[src/rtl/pwr_pkg.sv]
package pwr_pkg;
    typedef enum logic [2:0] {
        ST_RUN      = 3'd0,
        ST_SLEEP    = 3'd1,
        ST_STOP_PND = 3'd2,
        ST_STOP     = 3'd3,
        ST_WAKE     = 3'd4
    } pwr_state_e;
endpackage

[src/rtl/pwr_wdg_latch.sv]
module pwr_wdg_latch (
    input  logic clk,
    input  logic rst_n,
    input  logic key_start,
    input  logic hw_start,
    output logic running
);
    // Sticky: only the asynchronous reset clears it.
    always_ff @(posedge clk or negedge rst_n) begin
        if (!rst_n)
            running <= 1'b0;
        else if (key_start || hw_start)
            running <= 1'b1;
    end
endmodule

[src/rtl/pwr_wake_counter.sv]
module pwr_wake_counter #(
    parameter int LAT_W = 8
) (
    input  logic             clk,
    input  logic             rst_n,
    input  logic             in_wake,
    input  logic             done,
    output logic [LAT_W-1:0] lat
);
    localparam logic [LAT_W-1:0] LAT_MAX = {LAT_W{1'b1}};

    logic [LAT_W-1:0] cnt_q;

    always_ff @(posedge clk or negedge rst_n) begin
        if (!rst_n) begin
            cnt_q <= '0;
            lat   <= '0;
        end else begin
            if (!in_wake)
                cnt_q <= '0;
            else if (cnt_q != LAT_MAX)
                cnt_q <= cnt_q + 1'b1;
            if (in_wake && done)
                lat <= (cnt_q == LAT_MAX) ? LAT_MAX : cnt_q + 1'b1;
        end
    end
endmodule

[src/rtl/pwr_mode_seq.sv]
module pwr_mode_seq
    import pwr_pkg::*;
#(
    parameter int LAT_W = 8
) (
    input  logic             clk,
    input  logic             rst_n,
    input  logic             wfi_req,
    input  logic             irq,
    input  logic             irq_ret,
    input  logic             cfg_deep,
    input  logic             cfg_sleep_on_exit,
    input  logic             cfg_reg_lp,
    input  logic             nvm_busy,
    input  logic             bus_busy,
    input  logic             hso_ready,
    input  logic             wdg_key,
    input  logic             wdg_hw_opt,
    input  logic             lsi_en,
    input  logic             lse_en,
    input  logic             rtc_en,
    output logic [2:0]       state_o,
    output logic             cpu_clk_en,
    output logic             dom_clk_en,
    output logic             hso_en,
    output logic             pll_en,
    output logic             reg_lp_req,
    output logic             wdg_run,
    output logic             lsi_run,
    output logic             lse_run,
    output logic             rtc_run,
    output logic [LAT_W-1:0] wake_lat
);
    pwr_state_e state_q, state_d;
    logic       soe_arm_q;
    logic       busy_any;

    assign busy_any = nvm_busy | bus_busy;

    // State register and sleep-on-exit arm flag
    always_ff @(posedge clk or negedge rst_n) begin
        if (!rst_n) begin
            state_q   <= ST_RUN;
            soe_arm_q <= 1'b0;
        end else begin
            state_q <= state_d;
            if (state_q == ST_RUN && wfi_req)
                soe_arm_q <= ~cfg_deep & cfg_sleep_on_exit;
        end
    end

    // Transitions
    always_comb begin
        state_d = state_q;
        unique case (state_q)
            ST_RUN: begin
                if (wfi_req)
                    state_d = cfg_deep ? ST_STOP_PND : ST_SLEEP;
                else if (irq_ret && soe_arm_q)
                    state_d = ST_SLEEP;
            end
            ST_SLEEP:    if (irq) state_d = ST_RUN;
            ST_STOP_PND: begin
                if (irq)
                    state_d = ST_RUN;
                else if (!busy_any)
                    state_d = ST_STOP;
            end
            ST_STOP:     if (irq) state_d = ST_WAKE;
            ST_WAKE:     if (hso_ready) state_d = ST_RUN;
            default:     state_d = ST_RUN;
        endcase
    end

    // Outputs decoded from the current state
    always_comb begin
        cpu_clk_en = 1'b1;
        dom_clk_en = 1'b1;
        hso_en     = 1'b1;
        pll_en     = 1'b1;
        reg_lp_req = 1'b0;
        unique case (state_q)
            ST_RUN, ST_STOP_PND: ;
            ST_SLEEP: cpu_clk_en = 1'b0;
            ST_STOP: begin
                cpu_clk_en = 1'b0;
                dom_clk_en = 1'b0;
                hso_en     = 1'b0;
                pll_en     = 1'b0;
                reg_lp_req = cfg_reg_lp;
            end
            ST_WAKE: begin
                cpu_clk_en = 1'b0;
                dom_clk_en = 1'b0;
                pll_en     = 1'b0;
            end
            default: ;
        endcase
    end

    assign state_o = state_q;
    assign lsi_run = lsi_en;
    assign lse_run = lse_en;
    assign rtc_run = rtc_en;

    pwr_wdg_latch u_wdg (
        .clk       (clk),
        .rst_n     (rst_n),
        .key_start (wdg_key),
        .hw_start  (wdg_hw_opt),
        .running   (wdg_run)
    );

    pwr_wake_counter #(.LAT_W(LAT_W)) u_lat (
        .clk     (clk),
        .rst_n   (rst_n),
        .in_wake (state_q == ST_WAKE),
        .done    (hso_ready),
        .lat     (wake_lat)
    );
endmodule

[config.mk]
export PLATFORM = sky130hd
export DESIGN_NAME = pwr_mode_seq
export DESIGN_NICKNAME = d
export VERILOG_FILES = /design/src/rtl/pwr_pkg.sv /design/src/rtl/pwr_wdg_latch.sv /design/src/rtl/pwr_wake_counter.sv /design/src/rtl/pwr_mode_seq.sv
export SDC_FILE = /design/constraint.sdc
export NUM_CORES = 1
export LEC_CHECK = 0
export CORE_MARGIN = 2
export CORE_UTILIZATION = 60
export DETAILED_ROUTE_END_ITERATION = 8
export DONT_BUFFER_PORTS = 1
export HOLD_SLACK_MARGIN = 0.12
export PLACE_DENSITY = 0.73
export SYNTH_ARGS = -nofsm -noshare
export SYNTH_HDL_FRONTEND = slang
export SYNTH_HIERARCHICAL = 1
export SYNTH_SLANG_ARGS = --single-unit
[constraint.sdc]
create_clock -name clk -period 3.2 [get_ports clk]
set_input_delay 0.16 -clock clk [delete_from_list [all_inputs] [get_ports clk]]
set_output_delay 0.16 -clock clk [all_outputs]
set_load 0.02 [all_outputs]
After elaboration in Yosys (flattened, before gate mapping) --
Index checks and enable logic that the tools add are counted.
Word-level totals: input port bits 16, flip-flop bits (word level) 21, output and inout port bits 20
Operators by class: bitwise gates (word level) 3, equal/unequal tests 12, add/subtract/negate cells 1, reductions and logical operators 8, multiplexer cells 16
Operators with widths (number):
- $mux W8 | 3
- $mux W3 | 7
- $pmux W3 S5 | 1
- $add A8 B1 Y8 const B | 1
- $eq A8 B8 Y1 const B | 1
- $ne A2 B2 Y1 const B | 4
- $ne A8 B8 Y1 const B | 1
- $eq A3 B2 Y1 const B | 2
- $reduce_and A5 Y1 | 1
- $mux W1 | 4
- $eq A3 B1 Y1 const B | 1
- $eq A3 B3 Y1 const B | 1
- $logic_and A1 B1 Y1 | 3
- $logic_not A3 Y1 | 1
- $ne A3 B2 Y1 const B | 1
- $ne A3 B3 Y1 const B | 1
- $reduce_or A3 Y1 | 1
- $mux W2 | 1
- $reduce_or A2 Y1 | 1
- $and A1 B1 Y1 | 1
- $logic_or A1 B1 Y1 | 1
- $not A1 Y1 | 1
- $or A1 B1 Y1 | 1

Logic depth before layout (Yosys ltp) --
word-level depth 4, mapped depth 5, gate-level depth less buffers 5

By module --
The synthesis kept the hierarchy.
By module, submodules not included:
- pwr_wake_counter | area each 748.2 µm², cells an instance 75, instances 1, seq. area each 400.4 µm²
- pwr_mode_seq | area each 269.0 µm², cells an instance 31, instances 1, seq. area each 100.1 µm²
- pwr_wdg_latch | area each 31.3 µm², cells an instance 2, instances 1, seq. area each 25.0 µm²

Worst setup path after synthesis --
OpenSTA, ideal clock, no wires.
path type register to output, from register state_q[2] (netlist: state_o[2]), to output port pll_en, path slack 1.703 ns, arrival 1.337 ns, path buffers 1, stages on the path, launching flop included 5, data required time 3.040 ns, cell sequence dfrtp_1 > inv_2 > and3_1 > nor2_1 > buf_4
On the way: longest elaborated chain between the ends 3, elaborated cells on any way between the ends 4
RTL lines:
- start: declaration | line pwr_mode_seq.sv:34 | pwr_state_e state_q, state_d;
- start signal: assignment | line pwr_mode_seq.sv:46 | state_q <= state_d;
- $eq A3 B2 Y1 or $eq A3 B3 Y1 (tied branches)
- $reduce_or A2 Y1 (no source line) *
- $mux W1 *
- end: declaration | line pwr_mode_seq.sv:26 | output logic pll_en,
Every way passes the cells marked *; elsewhere a longest branch is shown, timed or not.

Worst setup path in the final report --
from register state_q[2] (netlist: state_o[2]), to output port dom_clk_en
On the way: longest elaborated chain between the ends 3, elaborated cells on any way between the ends 4
RTL lines:
- $eq A3 B2 Y1 or $eq A3 B3 Y1 (tied branches) | line pwr_mode_seq.sv:82 | unique case (state_q)
- $reduce_or A2 Y1 (no source line) *
- $mux W1 * | line pwr_mode_seq.sv:82
- end: declaration | line pwr_mode_seq.sv:24 | output logic dom_clk_en,
Marked as above.

==> reports/metrics.csv <==
stage,metric,value,unit
clock_tree,clk_pin_slew,0.11,ns
global_route,grt_antenna_before_repair,0,
global_route,grtUsageTotal,22.6,%
drt,routed_wl,2120,microns
drt,drtIter0Drc,8,
final_layout,final_area,1150,sq um
hold_path,hold_end,soe_arm_q,
global_route,grt_pass1_wl,3340,microns
timing,slew_violations,0,
floorplanning,coreArea,1690,sq um
clock_tree,htreeDepth,1,
drt,firstDrtPassIters,4,
synthesis,synthCells,108,
drt,ant_nets,0,
pwr,p_switching,251,uW
clock_tree,clockRootBuffer,clkbuf_4,
drt,drc_errors,0,
clock_tree,cts_tree,done,
final_layout,fillers,134,
final_layout,finish.utilization,67.9,%
critical_path,crit_arrival,1.76,ns
placed_design,place_congestion,0.835,
floorplanning,die_x,45.8,microns
synthesis,yosys_warnings,6,
clock_tree,cts.sinks,21,
final_layout,final_cell_mix,"dfrtp_1, nor2_1, nand2_1",
pwr,p_seq_share,60.1,%
final_layout,drive_above_1_share,9.57,%
global_route,grt-ovfl-total,0,
timing,worstMarginPinSlew,0.922,ns
critical_path,timing.rr.start,state_o[2],
critical_path,r2r_end,state_o[2],
placed_design,pre_cts_ws,1.51,ns
global_route,grt_pass1_vias,822,
final_layout,area_delta_synth_final,9.31,%
critical_path,r2r_cells,4,
pwr,p_int,412,uW
pwr,power.leakage,0.475,nW
floorplanning,rows,15,
critical_path,rrSetupSlack,1.44,ns
floorplanning,num_io_pins,36,
timing,fmaxAchievable,520,MHz
final_layout,antenna_cells,0,
critical_path,start_kind,flop,
timing,period_minus_slack,1.92,ns
clock_tree,cts_buffers,3,
timing,period_share,60.1,%
flow_run,cap_violations,0,
critical_path,cp_slowest_cell,nor2_1,
placed_design,portBuffers,0,
synthesis,synth.avg_cell_area,9.71,sq um
synthesis,ys_ff_latch,21,
placed_design,placed_cell_area,1030,sq um
pwr,clock_power_share,18.3,%
timing,fin_setup_tns,0,ns
final_layout,nets,133,
timing,setup_violations,0,
timing,clock_skew,0.00321,ns
drt,vias,825,
clock_tree,clk_latency,0.29,ns
pwr,comb_power_share,21.6,%
hold_path,hold_path_depth,2,
pwr,power,663,uW
timing,rsz0062_at_grt,no,
synthesis,synth-seq-area-share,50.1,%
synthesis,synth.distinct_cells,36,
clock_tree,post_cts_buffers,0,
timing,fin_ws,1.28,ns
hold_path,min_path_type,input port to flop,
final_layout,seq_area,526,sq um
pwr,irDropWorstVdd,0.316,mV
synthesis,syn_nets,125,
floorplanning,start_util,62.1,%
global_route,grt_max_degree,22,
critical_path,critPathMaxStageDelay,0.59,ns
floorplanning,die_h,45.8,microns
run_status,outcome,"finished, final reports clean",
drt,post_drt_wl_per_cell,16.0,microns
floorplanning,fp.dieArea,2100,sq um
hold_path,worstHoldStart,wfi_req,
clock_tree,cts_buffer_depth,2,
final_layout,mostFrequentLayoutCell,dfrtp_1,
timing,relSlewSlack,38.3,%
critical_path,critPathMaxFanout,4,
pwr,p_per_area,578,nW/um^2
critical_path,worst_setup_path_end_kind,output port,
timing,hold_viol_final,0,
critical_path,timing.critical_path.cells,inv_2 > and3_1 > nor2_1,
critical_path,worstPathRequired,3.04,ns
synthesis,netlist_area,1050,sq um
drt,viasPerCell,6.25,
placed_design,dp_hpwl,1510,microns
pwr,sw_frac_of_total,37.8,%
critical_path,path_class,flop to output port,
final_layout,multiInputGateArea,460,sq um
[state kept, by name, indices dropped and copies added (netlist names)]
register	count
u_lat/cnt_q	8
u_lat/lat	8
state_o	3
soe_arm_q	1
u_wdg/running	1
[worst max path at each step]
stage,slack [ns],depth (start not counted),to,start
after floorplan,1.70,4,pll_en,state_o[2]
after global placement,1.58,4,u_lat/lat[4],state_o[1]
after detailed placement,1.51,4,u_lat/lat[4],state_o[1]
after global routing,1.22,3,dom_clk_en,state_o[2]
final,1.28,3,dom_clk_en,state_o[2]
after CTS,1.27,3,pll_en,state_o[2]
[cell usage after synthesis]
cell       number  area share, %
a21oi_1         7            3.3
buf_2           1           0.48
nand2_1        10            3.6
o31ai_1         4            2.9
o21ai_0         7            3.3
nor4_1          1           0.60
nor4b_2         1            1.4
dfrtp_1        21             50
inv_1           5            1.8
buf_4           4            2.9
nand3_2         1           0.95
nand3_1         4            1.9
and3_1          4            2.4
xor2_1          1           0.84
o31a_2          1           0.95
clkbuf_2        1           0.48
and2_0          1           0.60
a2bb2oi_1       1           0.84
nand3b_1        1           0.72
nand4_1         1           0.60
inv_2           1           0.36
and2_1          1           0.60
or3_1           1           0.60
nor3_2          1           0.95
nor4b_1         1           0.84
a41oi_2         1            1.6
and4_1          2            1.7
nor3_1          4            1.9
a22o_1          1           0.84
a31oi_1         3            1.8
nor2_1         10            3.6
o2111a_1        1            1.1
ha_1            1            1.2
nand2b_1        1           0.60
or3_4           1            1.1
and3_2          1           0.72
[cells by family after synthesis]
logic type                 after synthesis  share of synthesized area (%)
xor gates and xnor gates                 1                          0.835
and+or+nand+nor                         47                           25.3
buffers and inverters                   12                           5.97
AOI/OAI and AO/OA                       26                           16.6
adders and majority gates                1                           1.19
DFF                                     21                           50.1
[power by group through the flow]
stage / sequential (mW) / clock (mW) / combinational [mW]
2_1_floorplan: 0.392 / 0 / 0.122
3_3_place_gp: 0.400 / 0 / 0.123
3_5_place_dp: 0.403 / 0 / 0.127
4_1_cts: 0.398 / 0.130 / 0.145
5_1_grt: 0.404 / 0.139 / 0.157
6_report: 0.398 / 0.121 / 0.143
[layout make-up]
cell class | count | share of cell area (%)
Clock buffer | 4 | 2.29
Inverter | 6 | 1.97
Multi-Input combinational cell | 75 | 40.2
Sequential cell | 21 | 45.9
Tap cell | 17 | 1.86
Timing Repair Buffer | 9 | 7.86
[layer usage]
layer | vias up | track usage [%] | wire, microns
li1 | 401 | - | -
met1 | 397 | 24.7 | 892
met2 | 25 | 41.7 | 1100
met3 | 2 | 5.16 | 109
met4 | 0 | 8.57 | 10
met5 | - | 0 | 0
[through the flow]
step / instances / hold WS, ns
after floorplan: 108 / -0.136
after global placement: 119 / -0.135
after detailed placement: 119 / -0.135
after CTS: 132 / 0.175
after global routing: 132 / 0.193
final: 132 / 0.191
[worst max-delay path: cells and delay by family, from the launching register on]
family | cells | cell delay [ns]
DFF | 1 | 0.55
and+or+nand+nor | 2 | 0.82
buffers and inverters | 1 | 0.10
[timing repair]
item | CTS | global route
endpoints found under the hold margin | 26 | 0
gates resized for setup | 0 | 0
hold buffers | 9 | 0
Note: power is estimated with default switching activity, not from simulation.
